## config.mk

```make
export PLATFORM = sky130hd
export DESIGN_NAME = burst_planner
export DESIGN_NICKNAME = d
export VERILOG_FILES = /design/src/rtl/burst_planner.sv
export SDC_FILE = /design/constraint.sdc
export NUM_CORES = 1
export LEC_CHECK = 0
export BUFFER_PORTS_ARGS = -buffer_cell sky130_fd_sc_hd__buf_4
export CAP_MARGIN = 5
export CORE_ASPECT_RATIO = 0.6
export CORE_MARGIN = 2
export CORE_UTILIZATION = 35
export CTS_CLUSTER_DIAMETER = 120
export CTS_CLUSTER_SIZE = 8
export DETAILED_ROUTE_END_ITERATION = 8
export PLACE_DENSITY = 0.61
export SKIP_LAST_GASP = 1
export SYNTH_ARGS = -nofsm -noshare
export SYNTH_HDL_FRONTEND = slang
export SYNTH_SLANG_ARGS = --single-unit
export TNS_END_PERCENT = 10
```

## constraint.sdc

```tcl
create_clock -name clk -period 6.86 [get_ports clk]
set_clock_uncertainty 0.1 [all_clocks]
set_input_delay 2.058 -clock clk [delete_from_list [all_inputs] [get_ports clk]]
set_output_delay 2.058 -clock clk [all_outputs]
set_load 0.02 [all_outputs]
```

## src/rtl/burst_planner.sv

```systemverilog
module burst_planner #(
  parameter int AW    = 32,
  parameter int CW    = 16,
  parameter int DEPTH = 64,
  parameter int BPW   = 4,
  localparam int LVW  = $clog2(DEPTH + 1)
) (
  input  logic          clk,
  input  logic          rst_n,
  input  logic          cfg_we,
  input  logic          cfg_lock,
  input  logic [2:0]    cfg_wdata,
  output logic [2:0]    cfg_code,
  input  logic          xfer_start,
  input  logic [CW-1:0] xfer_beats,
  input  logic [AW-1:0] xfer_addr,
  output logic          xfer_busy,
  output logic          xfer_done,
  input  logic [LVW-1:0] fifo_level,
  input  logic          fill_beat,
  output logic          req,
  input  logic          bus_ack,
  output logic [AW-1:0] req_addr,
  output logic [2:0]    req_type,
  output logic [5:0]    req_len
);
  logic [CW-1:0] rem;
  logic [5:0]    pend;
  logic [2:0]    nxt_t;
  logic [5:0]    nxt_len;

  wire [2:0] sel      = (cfg_code > 3'd4) ? 3'd0 : cfg_code;
  wire [5:0] sel_sz   = (sel == 3'd0) ? 6'd1 : (6'd1 << (sel + 3'd1));
  wire       space_ok = (int'(fifo_level) + int'(sel_sz)) <= DEPTH;
  wire       idle     = (rem == '0) && (pend == '0) && !req;
  wire       issue    = !req && (rem != '0) && (pend == '0) && space_ok;

  always_comb begin
    nxt_t = 3'd0;
    for (int k = 1; k <= 4; k++)
      if (3'(k) <= sel && rem >= CW'(1 << (k + 1))) nxt_t = 3'(k);
    nxt_len = (nxt_t == 3'd0) ? 6'd1 : (6'd1 << (nxt_t + 3'd1));
  end

  assign xfer_busy = !idle;

  always_ff @(posedge clk) begin
    if (!rst_n) begin
      cfg_code  <= '0;
      rem       <= '0;
      pend      <= '0;
      req       <= 1'b0;
      req_addr  <= '0;
      req_type  <= '0;
      req_len   <= '0;
      xfer_done <= 1'b0;
    end else begin
      xfer_done <= 1'b0;
      if (cfg_we && !cfg_lock) cfg_code <= cfg_wdata;
      if (xfer_start && idle && xfer_beats != '0) begin
        rem      <= xfer_beats;
        req_addr <= xfer_addr;
      end
      if (issue) begin
        req      <= 1'b1;
        req_type <= nxt_t;
        req_len  <= nxt_len;
      end
      if (req && bus_ack) begin
        req       <= 1'b0;
        rem       <= rem - CW'(req_len);
        req_addr  <= req_addr + AW'(req_len) * AW'(BPW);
        pend      <= req_len;
        xfer_done <= (rem == CW'(req_len));
      end else if (fill_beat && pend != '0) begin
        pend <= pend - 6'd1;
      end
    end
  end
endmodule


```

==> results of run 1 <==
==> metrics by stage <==
step	power [W]	area, um2	utilization	setup WS [ps]
2_1_floorplan	0.00163	4510	-	2640
3_3_place_gp	0.00202	5450	0.429	2120
3_5_place_dp	0.00206	5450	0.429	1920
4_1_cts	0.00257	5770	0.455	2270
5_1_grt	0.00276	5770	0.455	2020
6_report	0.00258	5770	0.455	2190
==> cell families (layout without fill, tap and decap cells) <==
family / count (synthesis) / in the layout / synth area share
AO/OA/AOI/OAI: 162 / 162 / 0.253
adder cells (fa/ha/maj): 25 / 25 / 0.0744
other: 1 / 2 / 0.000833
XOR/XNOR: 20 / 20 / 0.0389
flip-flops: 68 / 68 / 0.302
AND/OR/NAND/NOR: 214 / 214 / 0.246
multiplexers: 16 / 16 / 0.0358
buffers and inverters: 53 / 154 / 0.0486
==> power by group <==
part,internal [W],total (W),leakage [nW],switching [W]
logic,0.000549,0.00137,1.52,0.000817
registers,0.000532,0.000704,0.552,0.000173
clock network,0.000328,0.000506,0.162,0.000179
total,0.00141,0.00258,2.23,0.00117
==> per-layer routing <==
layer	vias to the layer above	wire length [um]	global-route usage
met5	-	0	0
met4	0	129	0.0385
met3	11	1120	0.0488
met2	186	5720	0.291
met1	2196	6810	0.301
li1	2274	-	-
==> layout by cell type (no fill, tap or decap), types with 6 or more instances in the layout <==
master	Yosys	routed
a221oi_1	10	10
clkbuf_16	0	9
xnor2_1	17	17
nand4_1	8	8
a211oi_1	17	17
nor2_1	52	52
dfxtp_1	68	68
o31ai_1	6	6
o21a_1	11	11
nor2b_1	8	8
inv_1	24	24
buf_4	3	113
nor4_1	20	20
or3_1	8	8
nand3_1	13	13
a21oi_1	47	47
ha_1	22	22
nor3_1	14	14
o21ai_0	23	23
mux2i_1	15	15
and3_1	7	7
nand2_1	52	52
==> sequential cells by signal (all words and copies together), names as in the netlist <==
register / flops
xfer_done: 1
rem: 16
req_type: 3
pend: 6
req_addr: 32
req_len: 6
req: 1
cfg_code: 3
==> critical path: stages <==
cell and delay [ps]:
buf_4 120, nor4_1 530, a41oi_1 260, and4b_2 660
nor2_2 790, o21ai_0 200, a21oi_1 170
==> worst max-delay path by stage <==
stage                        startpoint           end  slack (ps)  cells past startpoint
after CTS                 xfer_beats[3]  req_addr[26]        2270                      7
after global placement    xfer_beats[3]  req_addr[26]        2120                      7
after global routing      xfer_beats[3]  req_addr[31]        2020                      7
after detailed placement  xfer_beats[3]  req_addr[26]        1920                      7
final                     xfer_beats[3]  req_addr[26]        2190                      7
after floorplan           fifo_level[0]   req_type[2]        2640                      8
==> cell usage after synthesis (3+ instances only) <==
cell type  count
nor3b_1        5
mux2i_1       15
inv_1         24
or3_1          8
xnor2_1       17
fa_1           3
and2_1         5
a22oi_1        3
ha_1          22
nor3_1        14
nand3_1       13
o21ai_0       23
nor4_1        20
buf_4          3
a31oi_1        5
a311oi_1       3
a211oi_1      17
and3_1         7
buf_2          7
clkbuf_1      16
nand2b_1       4
o211ai_1       4
a221oi_1      10
o21a_1        11
nand4_1        8
xor2_1         3
nor2_1        52
nor2b_1        8
o31a_1         3
o31ai_1        6
a21oi_1       47
nand2_1       52
and4_1         3
dfxtp_1       68
a32oi_1        5
==> layout make-up <==
class	instances	area, um2	share of cell area
multi-input cells	439	2930	0.507
clock inverters	6	87.6	0.0152
clock buffers	10	239	0.0414
flip-flops and latches	68	1360	0.236
well taps	170	213	0.0369
repair buffers	113	848	0.147
inverters	25	93.8	0.0163
==> results.md, run 1 <==
* Share of cells above drive strength 1 at 0.218
* Hold EP: req_addr[0]
* Nets@finish at between 700 and 800
* Top Ports at roughly 110
* Worst VDD drop at 0.192 mV
* R2r endpoint: req_addr[22]
* Clock Latency Late Sink at around 340 ps
* Die ar. at around 0.014 mm2
* Asr flop ratio synth at 0
* Dpl hpwl at just over 10,000 um
* First-pass DRT Iterations at 6
* Least-Margin Pin Slew at roughly 1100 ps
* Mapped cell area at 0.00450 mm2
* First-pass GRT wire length at 22,000 um
* Worst slew margin at 0.273
* TritonCTS Buffers at 9
* WHS Path Cells at 2
* Vias after detailed routing at 4,667
* Critical path data arrival time at 4820 ps
* Min Hold Slack at 358 ps
* CTS-repair resized insts at 0
* CTS clk-pin slew, worst paths at 60 ps
* Clock sinks at 68
* IO buf count at 111
* EDFF count, synth at 0
* Final WL at 13,800 um
* ANT cells at 0
* Crit share post-route at 0.681
* FF-to-FF setup slack at 3300 ps
* Worst-path fanout max at 52
* Max Cap Violations at 0
* Synth Instances at 559
* Initial Util at 0.355
* Status: completed
* GR Util All Layers at 0.201
* Crit end category: flip-flop
* WL/cell at roughly 17 um
* Placed cell count at 815
* Post-layout min period at 4670 ps
* Register area share after synthesis at 0.302
* Unrepaired setup endpoints after global routing: false
* Grt ovf at 0
* R2R depth at 8
* Setup Fix Bufs, Post-CTS at 0
* Number of synthesized register bits at about 70
* Die Span X at 150 um
* Remaining design rule violation count at 0
* Average size of a mapped cell at 8.06 um2
* HP Class: reg -> reg
* Vias per inst at about 5.6
* GPL Wtd Cong at 0.901
* Initial antenna violation count at 0
* Worst hold start: req_addr[0]
* Fmax at 0.214 GHz
* Main synth FF type: dfxtp_1
* Cell taking the most area after synthesis: dfxtp_1
* Setup-failing EPs final at 0
* Syn. warnings at 0
* Reg2reg start: pend[0]
* Static leakage power at 2.23 nW
* Area Overhead vs Synth at 28.1%
* WS Path Type: in -> reg
* Synth area leaders: dfxtp_1 30%, ha_1 6.1%, a21oi_1 5.2%
* Largest net degree at the start of global routing at 53
* Count of different cell masters after synthesis at 73
* Hold Violations, Final at 0
* CTS Buffer Depth at 2
* Worst EP required at 7010 ps
* CTS tree: built
* Worst Setup Start Kind: input pin
* Core area at about 0.013 mm2
* Share of the synthesized area in the top cell type at 0.302
* Die height at just over 90 um
* Pwr per Cell Area at 447 mW/mm2
* Initial drt markers at 356
* Number of global-route vias before repair at 4,239
* Non-filler cells, final at 831
* # rows at 32
* Fillers at 1,223
* Antenna Violating Nets Remaining at 0
* Setup_tns at 0 ps
* H-Tree Depth at 3
* Hold bufs inserted after CTS at 0
* Final Max Slew Viols at 0
* Clock Tree Root: clkbuf_16
(Power assumes the default switching activity.)
==> inputs of run 2 (changes only) <==
--- a/config.mk
+++ b/config.mk
@@ -5,6 +5,7 @@
 export SDC_FILE = /design/constraint.sdc
 export NUM_CORES = 1
 export LEC_CHECK = 0
+export ABC_AREA = 1
 export BUFFER_PORTS_ARGS = -buffer_cell sky130_fd_sc_hd__buf_4
 export CAP_MARGIN = 5
 export CORE_ASPECT_RATIO = 0.6
@@ -13,7 +14,7 @@
 export CTS_CLUSTER_DIAMETER = 120
 export CTS_CLUSTER_SIZE = 8
 export DETAILED_ROUTE_END_ITERATION = 8
-export PLACE_DENSITY = 0.61
+export PLACE_DENSITY = 0.63
 export SKIP_LAST_GASP = 1
 export SYNTH_ARGS = -nofsm -noshare
 export SYNTH_HDL_FRONTEND = slang
==> constraint.sdc (replaced) <==
create_clock -name clk -period 3.7 [get_ports clk]
set_clock_uncertainty 0.1 [all_clocks]
set_input_delay 1.11 -clock clk [delete_from_list [all_inputs] [get_ports clk]]
set_output_delay 1.11 -clock clk [all_outputs]
set_load 0.02 [all_outputs]
==> results.md, run 2 <==
* GR Util All Layers at 0.214 (+0.0126)
* Clock Latency Late Sink at 340 ps (about the same)
* Register area share after synthesis at 0.273 (-0.0292)
* Worst slew margin at 0.554 (+0.281)
* Average size of a mapped cell at 6.21 um2 (-23%)
* Cell taking the most area after synthesis: dfxtp_1
* Critical path data arrival time at 3160 ps (-1660 ps)
* Synth area leaders: dfxtp_1 27%, nand2_1 17%, nand3_1 9.3%
* Placed instance area at 0.00601 mm2 (+10%)
* Count of different cell masters after synthesis at 42 (-42%)
* Least-Margin Pin Slew at 668 ps (-422 ps)
* Static leakage power at 3.10 nW (+39%)
* Area Overhead vs Synth at 27.0%
* WP depth at 16 (+9)
* Syn. warnings at 0 (unchanged)
* Number of global-route vias before repair at 4,718 (+11%)
* Commonest cells post-synth: 229 x nand2_1, 100 x inv_1, 93 x nand3_1
* Clock power frac at 0.151 (-0.045)
* Crit path cell chain: inv_1 > nand3_1 > inv_1 > nor2_1 > ha_1 > fa_1 > or2_2 > nor2_1 > nand3_1 > nor2_1 > nand2_1 > nand2_1 > nand2_2 > inv_1 > nand2_1 > a21oi_1
* Share of cells above drive strength 1 at 0.182 (-0.0357)
* Internal at 0.00303 W (+110%)
* Initial drt markers at 521 (+46%)
* Initial antenna violation count at 0 (unchanged)
* First-pass GRT wire length at 25,100 um (+14%)
* First-pass DRT Iterations at 5 (-1)
* Status: completed
* Top Ports at 112 (unchanged)
* Top Registers: req_addr x32, rem x16
* Hold Violations, Final at 0 (unchanged)
* Crit end category: flip-flop
* Remaining design rule violation count at 0 (unchanged)
* ANT cells at 0 (unchanged)
* IO buf count at 111 (unchanged)
* # rows at 33 (+3.1%)
* Final Max Slew Viols at 0 (unchanged)
* Reg2reg start: cfg_code[1]
* Commonest non-fill, non-tap cell in the layout: nand2_1
* Core area at 0.0138 mm2 (+8.7%)
* Crit share post-route at 0.806
* Non-filler cells, final at 1,109 (+33%)
* R2R depth at 16 (+8)
* Vias after detailed routing at 5,492 (+18%)
* Fmax at approximately 0.34 GHz
* Die ar. at 0.0152 mm2 (+10%)
* Worst-path fanout max at 10 (-81%)
* FF-to-FF setup slack at 720 ps (-2580 ps)
* Combinational power share at 0.623 (+0.093)
* WHS Path Cells at 2 (unchanged)
* Fillers at 1,459 (+19%)
* Largest Register: req_addr
* Worst VDD drop at 0.522 mV (+170%)
* WS Path Type: reg -> reg
* CTS tree: built
* Initial Util at 0.362 (+0.00666)
* WL/cell at 14.5 um (-13%)
* R2r endpoint: req_type[2]
* CTS clk-pin slew, worst paths at 60 ps (about the same)
* H-Tree Depth at 3 (unchanged)
* GPL Wtd Cong at 0.942 (+4.6%)
* Dpl hpwl at 12,400 um (+20%)
* Largest net degree at the start of global routing at 50 (-5.7%)
* CTS-repair resized insts at 0 (unchanged)
* Worst EP required at 3870 ps (-3140 ps)
* Post-layout min period at 2980 ps
* Mapped cell area at 0.00499 mm2 (+11%)
* Vias per inst at 4.95 (-12%)
* Asr flop ratio synth at 0 (unchanged)
* Slowest cell delay on critical path at 410 ps (-380 ps)
* Share of the synthesized area in the top cell type at 0.273 (-0.0292)
* Setup_tns at 0 ps (unchanged)
* Delay-heaviest family, CP: simple AND/OR/NAND/NOR gates
* Final WL at 16,000 um (+16%)
* WP buf/inv at 3 (+2)
* Pwr per Cell Area at 979 mW/mm2 (+120%)
* Worst hold start: req_type[1]
* EDFF count, synth at 0 (unchanged)
* Largest register FFs at 32 (unchanged)
* Antenna Violating Nets Remaining at 0 (unchanged)
* CP max-delay cell: fa_1
* Hold EP: req_type[1]
* Sw power at 0.00317 W (+170%)
* Die Span X at 158 um (+5.1%)
* Nets@finish at 1,002 (+34%)
* Clock sinks at 68 (unchanged)
* HP Class: reg -> reg
* Number of synthesized register bits at 68 (unchanged)
* Worst Setup Start Kind: flip-flop
* Seq pwr share at 0.226 (-0.047)
* Sw Share at 0.512 (+0.0584)
* Setup-failing EPs final at 0 (unchanged)
* Grt ovf at 0 (unchanged)
* Die height at 96.5 um (+5.0%)
* Placed cell count at 1,093 (+34%)
* Unrepaired setup endpoints after global routing: false
* Most frequent cells in the layout: 229 x nand2_1, 120 x buf_4, 100 x inv_1, 93 x nand3_1, 79 x nor2_1
* Synth Instances at 803 (+44%)
* Main synth FF type: dfxtp_1
* CTS Buffer Depth at 2 (unchanged)
* Fin area at 0.00633 mm2 (+9.7%)
* Setup Fix Bufs, Post-CTS at 0 (unchanged)
* Clock Tree Root: clkbuf_16
* Max Cap Violations at 0 (unchanged)
* Most common cell in the netlist: nand2_1
* Hold bufs inserted after CTS at 0 (unchanged)
* TritonCTS Buffers at 9 (unchanged)
[run 2: cell count changes after synthesis, moves of 17 or more]
cell,previous run,this run
nand2_1,52,229
nor4_1,20,1
nor2_1,52,79
nand3_1,13,93
a211oi_1,17,0
inv_1,24,100
[run 2: cell families after synthesis]
family	share of synthesized area
AND/OR/NAND/NOR	0.408
buffers and inverters	0.102
AO/OA/AOI/OAI	0.133
flip-flops	0.273
adder cells (fa/ha/maj)	0.0673
XOR/XNOR	0.0158
other	0.000752
[run 2: worst max path at each step]
stage                        from     endpoint  slack (ps)
floorplan           fifo_level[0]   req_len[5]         690
global placement    fifo_level[0]  req_type[2]         420
detailed placement  fifo_level[0]  req_type[2]         380
CTS                   cfg_code[1]  req_type[2]         720
global route          cfg_code[1]   req_len[5]         500
finish                cfg_code[1]  req_type[2]         720
[run 2: through the flow]
step                       util  setup WS, ps  hold slack (ps)  total power (W)
after detailed placement  0.436           379              368          0.00522
final                     0.459           716              372          0.00620
after global placement    0.436           417              358          0.00522
after CTS                 0.459           721              375          0.00618
after floorplan               -           694              371          0.00413
after global routing      0.459           495              392          0.00674
[run 2: layout make-up]
type / count / area [um2] / area share
clock inverter: 5 / 75.1 / 0.0119
clock buffer: 11 / 243 / 0.0383
tap: 192 / 240 / 0.0379
timing repair buffer: 120 / 901 / 0.142
multi-input combinational: 608 / 3120 / 0.492
inverter: 105 / 394 / 0.0622
sequential: 68 / 1360 / 0.215
[run 2: worst reg2reg max path, stage by stage (launching register included)]
cell and delay, ps:
dfxtp_1 380, inv_1 110, nand3_1 130, inv_1 80, nor2_1 190, ha_1 250, fa_1 410, or2_2 290
nor2_1 100, nand3_1 80, nor2_1 80, nand2_1 50, nand2_1 150, nand2_2 170, inv_1 150, nand2_1 80
a21oi_1 130
[run 2: per-layer routing]
metal | global-route usage | vias up | share of wire
li1 | - | 2827 | -
met1 | 0.350 | 2415 | 0.55
met2 | 0.275 | 235 | 0.36
met3 | 0.0419 | 15 | 0.083
met4 | 0.0443 | 0 | 0.0079
met5 | 0 | - | 0
[run 2: power by group through the flow]
| stage | sequential (W) | combinational (W) | clock [W] |
|---|---|---|---|
| floorplan | 0.00150 | 0.00263 | 0 |
| global placement | 0.00141 | 0.00381 | 0 |
| detailed placement | 0.00140 | 0.00382 | 0 |
| CTS | 0.00139 | 0.00383 | 0.000952 |
| global route | 0.00144 | 0.00432 | 0.000989 |
| finish | 0.00140 | 0.00386 | 0.000938 |
==> inputs of run 3 (changes only) <==
--- a/config.mk
+++ b/config.mk
@@ -14,7 +14,7 @@
 export CTS_CLUSTER_DIAMETER = 120
 export CTS_CLUSTER_SIZE = 8
 export DETAILED_ROUTE_END_ITERATION = 8
-export PLACE_DENSITY = 0.63
+export PLACE_DENSITY = 0.61
 export SKIP_LAST_GASP = 1
 export SYNTH_ARGS = -nofsm -noshare
 export SYNTH_HDL_FRONTEND = slang
==> constraint.sdc (replaced) <==
create_clock -name clk -period 3 [get_ports clk]
set_clock_uncertainty 0.1 [all_clocks]
set_input_delay 0.9 -clock clk [delete_from_list [all_inputs] [get_ports clk]]
set_output_delay 0.9 -clock clk [all_outputs]
set_load 0.02 [all_outputs]
==> results.md, run 3 (synthesis results as in run 2) <==
* Status: completed
* Reg2reg start: cfg_code[1]
* Vias per inst at 4.90 (-1.2%)
* Clock sinks at 68 (unchanged)
* Initial drt markers at 523 (+0.38%)
* First-pass GRT wire length at 25,500 um (+1.5%)
* IO buf count at 111 (unchanged)
* R2r endpoint: req_len[5]
* Vias after detailed routing at 5,468 (-0.44%)
* Met2 WL post-DR at 5800 um (-0.46%)
* Top Ports at 112 (unchanged)
* Final Max Slew Viols at 0 (unchanged)
* Largest Register: req_addr
* Worst Setup Start Kind: flip-flop
* Worst VDD drop at 0.471 mV (-9.9%)
* CTS Buffer Depth at 2 (unchanged)
* # rows at 33 (unchanged)
* Critical path data arrival time at 2870 ps (-290 ps)
* Hold Violations, Final at 0 (unchanged)
* Top Registers: req_addr x32, rem x16
* Non-filler cells, final at 1,117 (+0.72%)
* Setup-failing EPs final at 0 (unchanged)
* Static leakage power at 3.12 nW (+0.59%)
* Placed cell count at 1,102 (+0.82%)
* Remaining design rule violation count at 0 (unchanged)
* Fin area at 0.00636 mm2 (+0.51%)
* M1 wire length at 8530 um (-2.7%)
* Number of global-route vias before repair at 4,873 (+3.3%)
* Largest register FFs at 32 (unchanged)
* GR Util All Layers at 0.215 (+0.00139)
* Pwr per Cell Area at 1180 mW/mm2 (+21%)
* WS Path Type: reg -> reg
* WHS Path Cells at 2 (unchanged)
* Commonest non-fill, non-tap cell in the layout: nand2_1
* CTS clk-pin slew, worst paths at 60 ps (about the same)
* Grt ovf at 0 (unchanged)
* Nets@finish at 1,011 (+0.90%)
* R2R depth at 16 (unchanged)
* Crit end category: flip-flop
* Clock Latency Late Sink at 330 ps (about the same)
* CTS tree: built
* Crit share post-route at 0.918 (+0.112)
* Crit path to: req_len[5]
* Core area at 0.0138 mm2 (unchanged)
* Pre-CTS setup slack at -12.9 ps (-391 ps)
* Setup_tns at 0 ps (unchanged)
* Most frequent cells in the layout: 229 x nand2_1, 128 x buf_4, 99 x inv_1, 93 x nand3_1, 78 x nor2_1
* Die height at 96.5 um (unchanged)
* Die Span X at 158 um (unchanged)
* FF-to-FF setup slack at 250 ps (-470 ps)
* First-pass DRT Iterations at 5 (unchanged)
* Worst EP required at 3120 ps (-750 ps)
* Worst slew margin at 0.425 (-0.128)
* Largest net degree at the start of global routing at 50 (unchanged)
* Max Used Layer: met4
* TritonCTS Buffers at 9 (unchanged)
* Setup Fix Bufs, Post-CTS at 0 (unchanged)
* H-Tree Depth at 3 (unchanged)
* Setup WS post-layout at 246 ps (-470 ps)
* Unrepaired setup endpoints after global routing: true
* HP Class: reg -> reg
* Final WL at 16,000 um (-0.20%)
* Hold bufs inserted after CTS at 0 (unchanged)
* ANT cells at 0 (unchanged)
* Max Cap Violations at 0 (unchanged)
* GPL Wtd Cong at 0.940 (-0.30%)
* Clock Tree Root: clkbuf_16
* Worst-path fanout max at 6 (-4)
* Initial Util at 0.362 (unchanged)
* Antenna Violating Nets Remaining at 0 (unchanged)
* Dpl hpwl at 12,400 um (-0.12%)
* Least-Margin Pin Slew at 860 ps (+192 ps)
* Share of cells above drive strength 1 at 0.191 (+0.00924)
* Fmax at 0.363 GHz (+8.3%)
* Area Overhead vs Synth at 27.7%
* WL/cell at 14.3 um (-0.91%)
* Placed instance area at 0.00609 mm2 (+1.3%)
* CTS-repair resized insts at 0 (unchanged)
* Initial antenna violation count at 0 (unchanged)
* Die ar. at 0.0152 mm2 (unchanged)
* Post-layout min period at 2750 ps (-230 ps)
* Crit. Startpoint: cfg_code[1]
* Met3 wire len at 1570 um (+18%)
==> run 3: changes by cell type in the layout (fill, tap and decap cells not counted), sizes merged <==
cell,change
buf,+9
bufinv,-2
clkinv,+1
==> run 3: worst min path at each step <==
| stage | startpoint | endpoint | slack [ps] |
|---|---|---|---|
| after floorplan | rem[10] | rem[10] | 370 |
| after global placement | req_type[1] | req_type[1] | 350 |
| after global routing | req_type[1] | req_type[1] | 390 |
| after detailed placement | req_type[0] | req_type[0] | 360 |
| after CTS | req_type[1] | req_type[1] | 370 |
| final | req_type[1] | req_type[1] | 370 |
==> run 3: layer usage <==
metal | vias to the layer above | track usage
met5 | - | 0
met4 | 0 | 0.0360
met3 | 14 | 0.0571
met2 | 226 | 0.285
met1 | 2376 | 0.341
li1 | 2852 | -
==> run 3: power breakdown <==
group	switching [W]	total, W	internal, W
combinational	0.00305	0.00485	0.00180
clock	0.000398	0.000953	0.000555
sequential	0.000441	0.00171	0.00127
==> run 3: critical path: stages (launching register included) <==
cell and delay [ps]:
dfxtp_1 370, inv_1 90, nand3_1 120, inv_1 100
nor2_4 110, ha_2 200, fa_1 410, or2_2 300
nor2_1 110, nand3_1 80, nor2_1 90, nand2_1 50
nand2_1 110, nand2_2 120, buf_4 170, nand2_1 50
a21oi_1 60
==> run 3: area by class of cell <==
cell class / count / area, um2
Fill cell: 1501 / 7430
Multi-Input combinational cell: 608 / 3130
Sequential cell: 68 / 1360
Timing Repair Buffer: 129 / 981
Inverter: 105 / 394
Tap cell: 192 / 240
Clock buffer: 11 / 233
Clock inverter: 4 / 27.5
==> run 3: per-stage QoR <==
stage / hold slack (ps) / utilization / total power, W
after global placement: 351 / 0.442 / 0.00652
after CTS: 371 / 0.461 / 0.00750
after detailed placement: 364 / 0.442 / 0.00652
final: 365 / 0.462 / 0.00752
after global routing: 393 / 0.462 / 0.00819
after floorplan: 371 / - / 0.00509
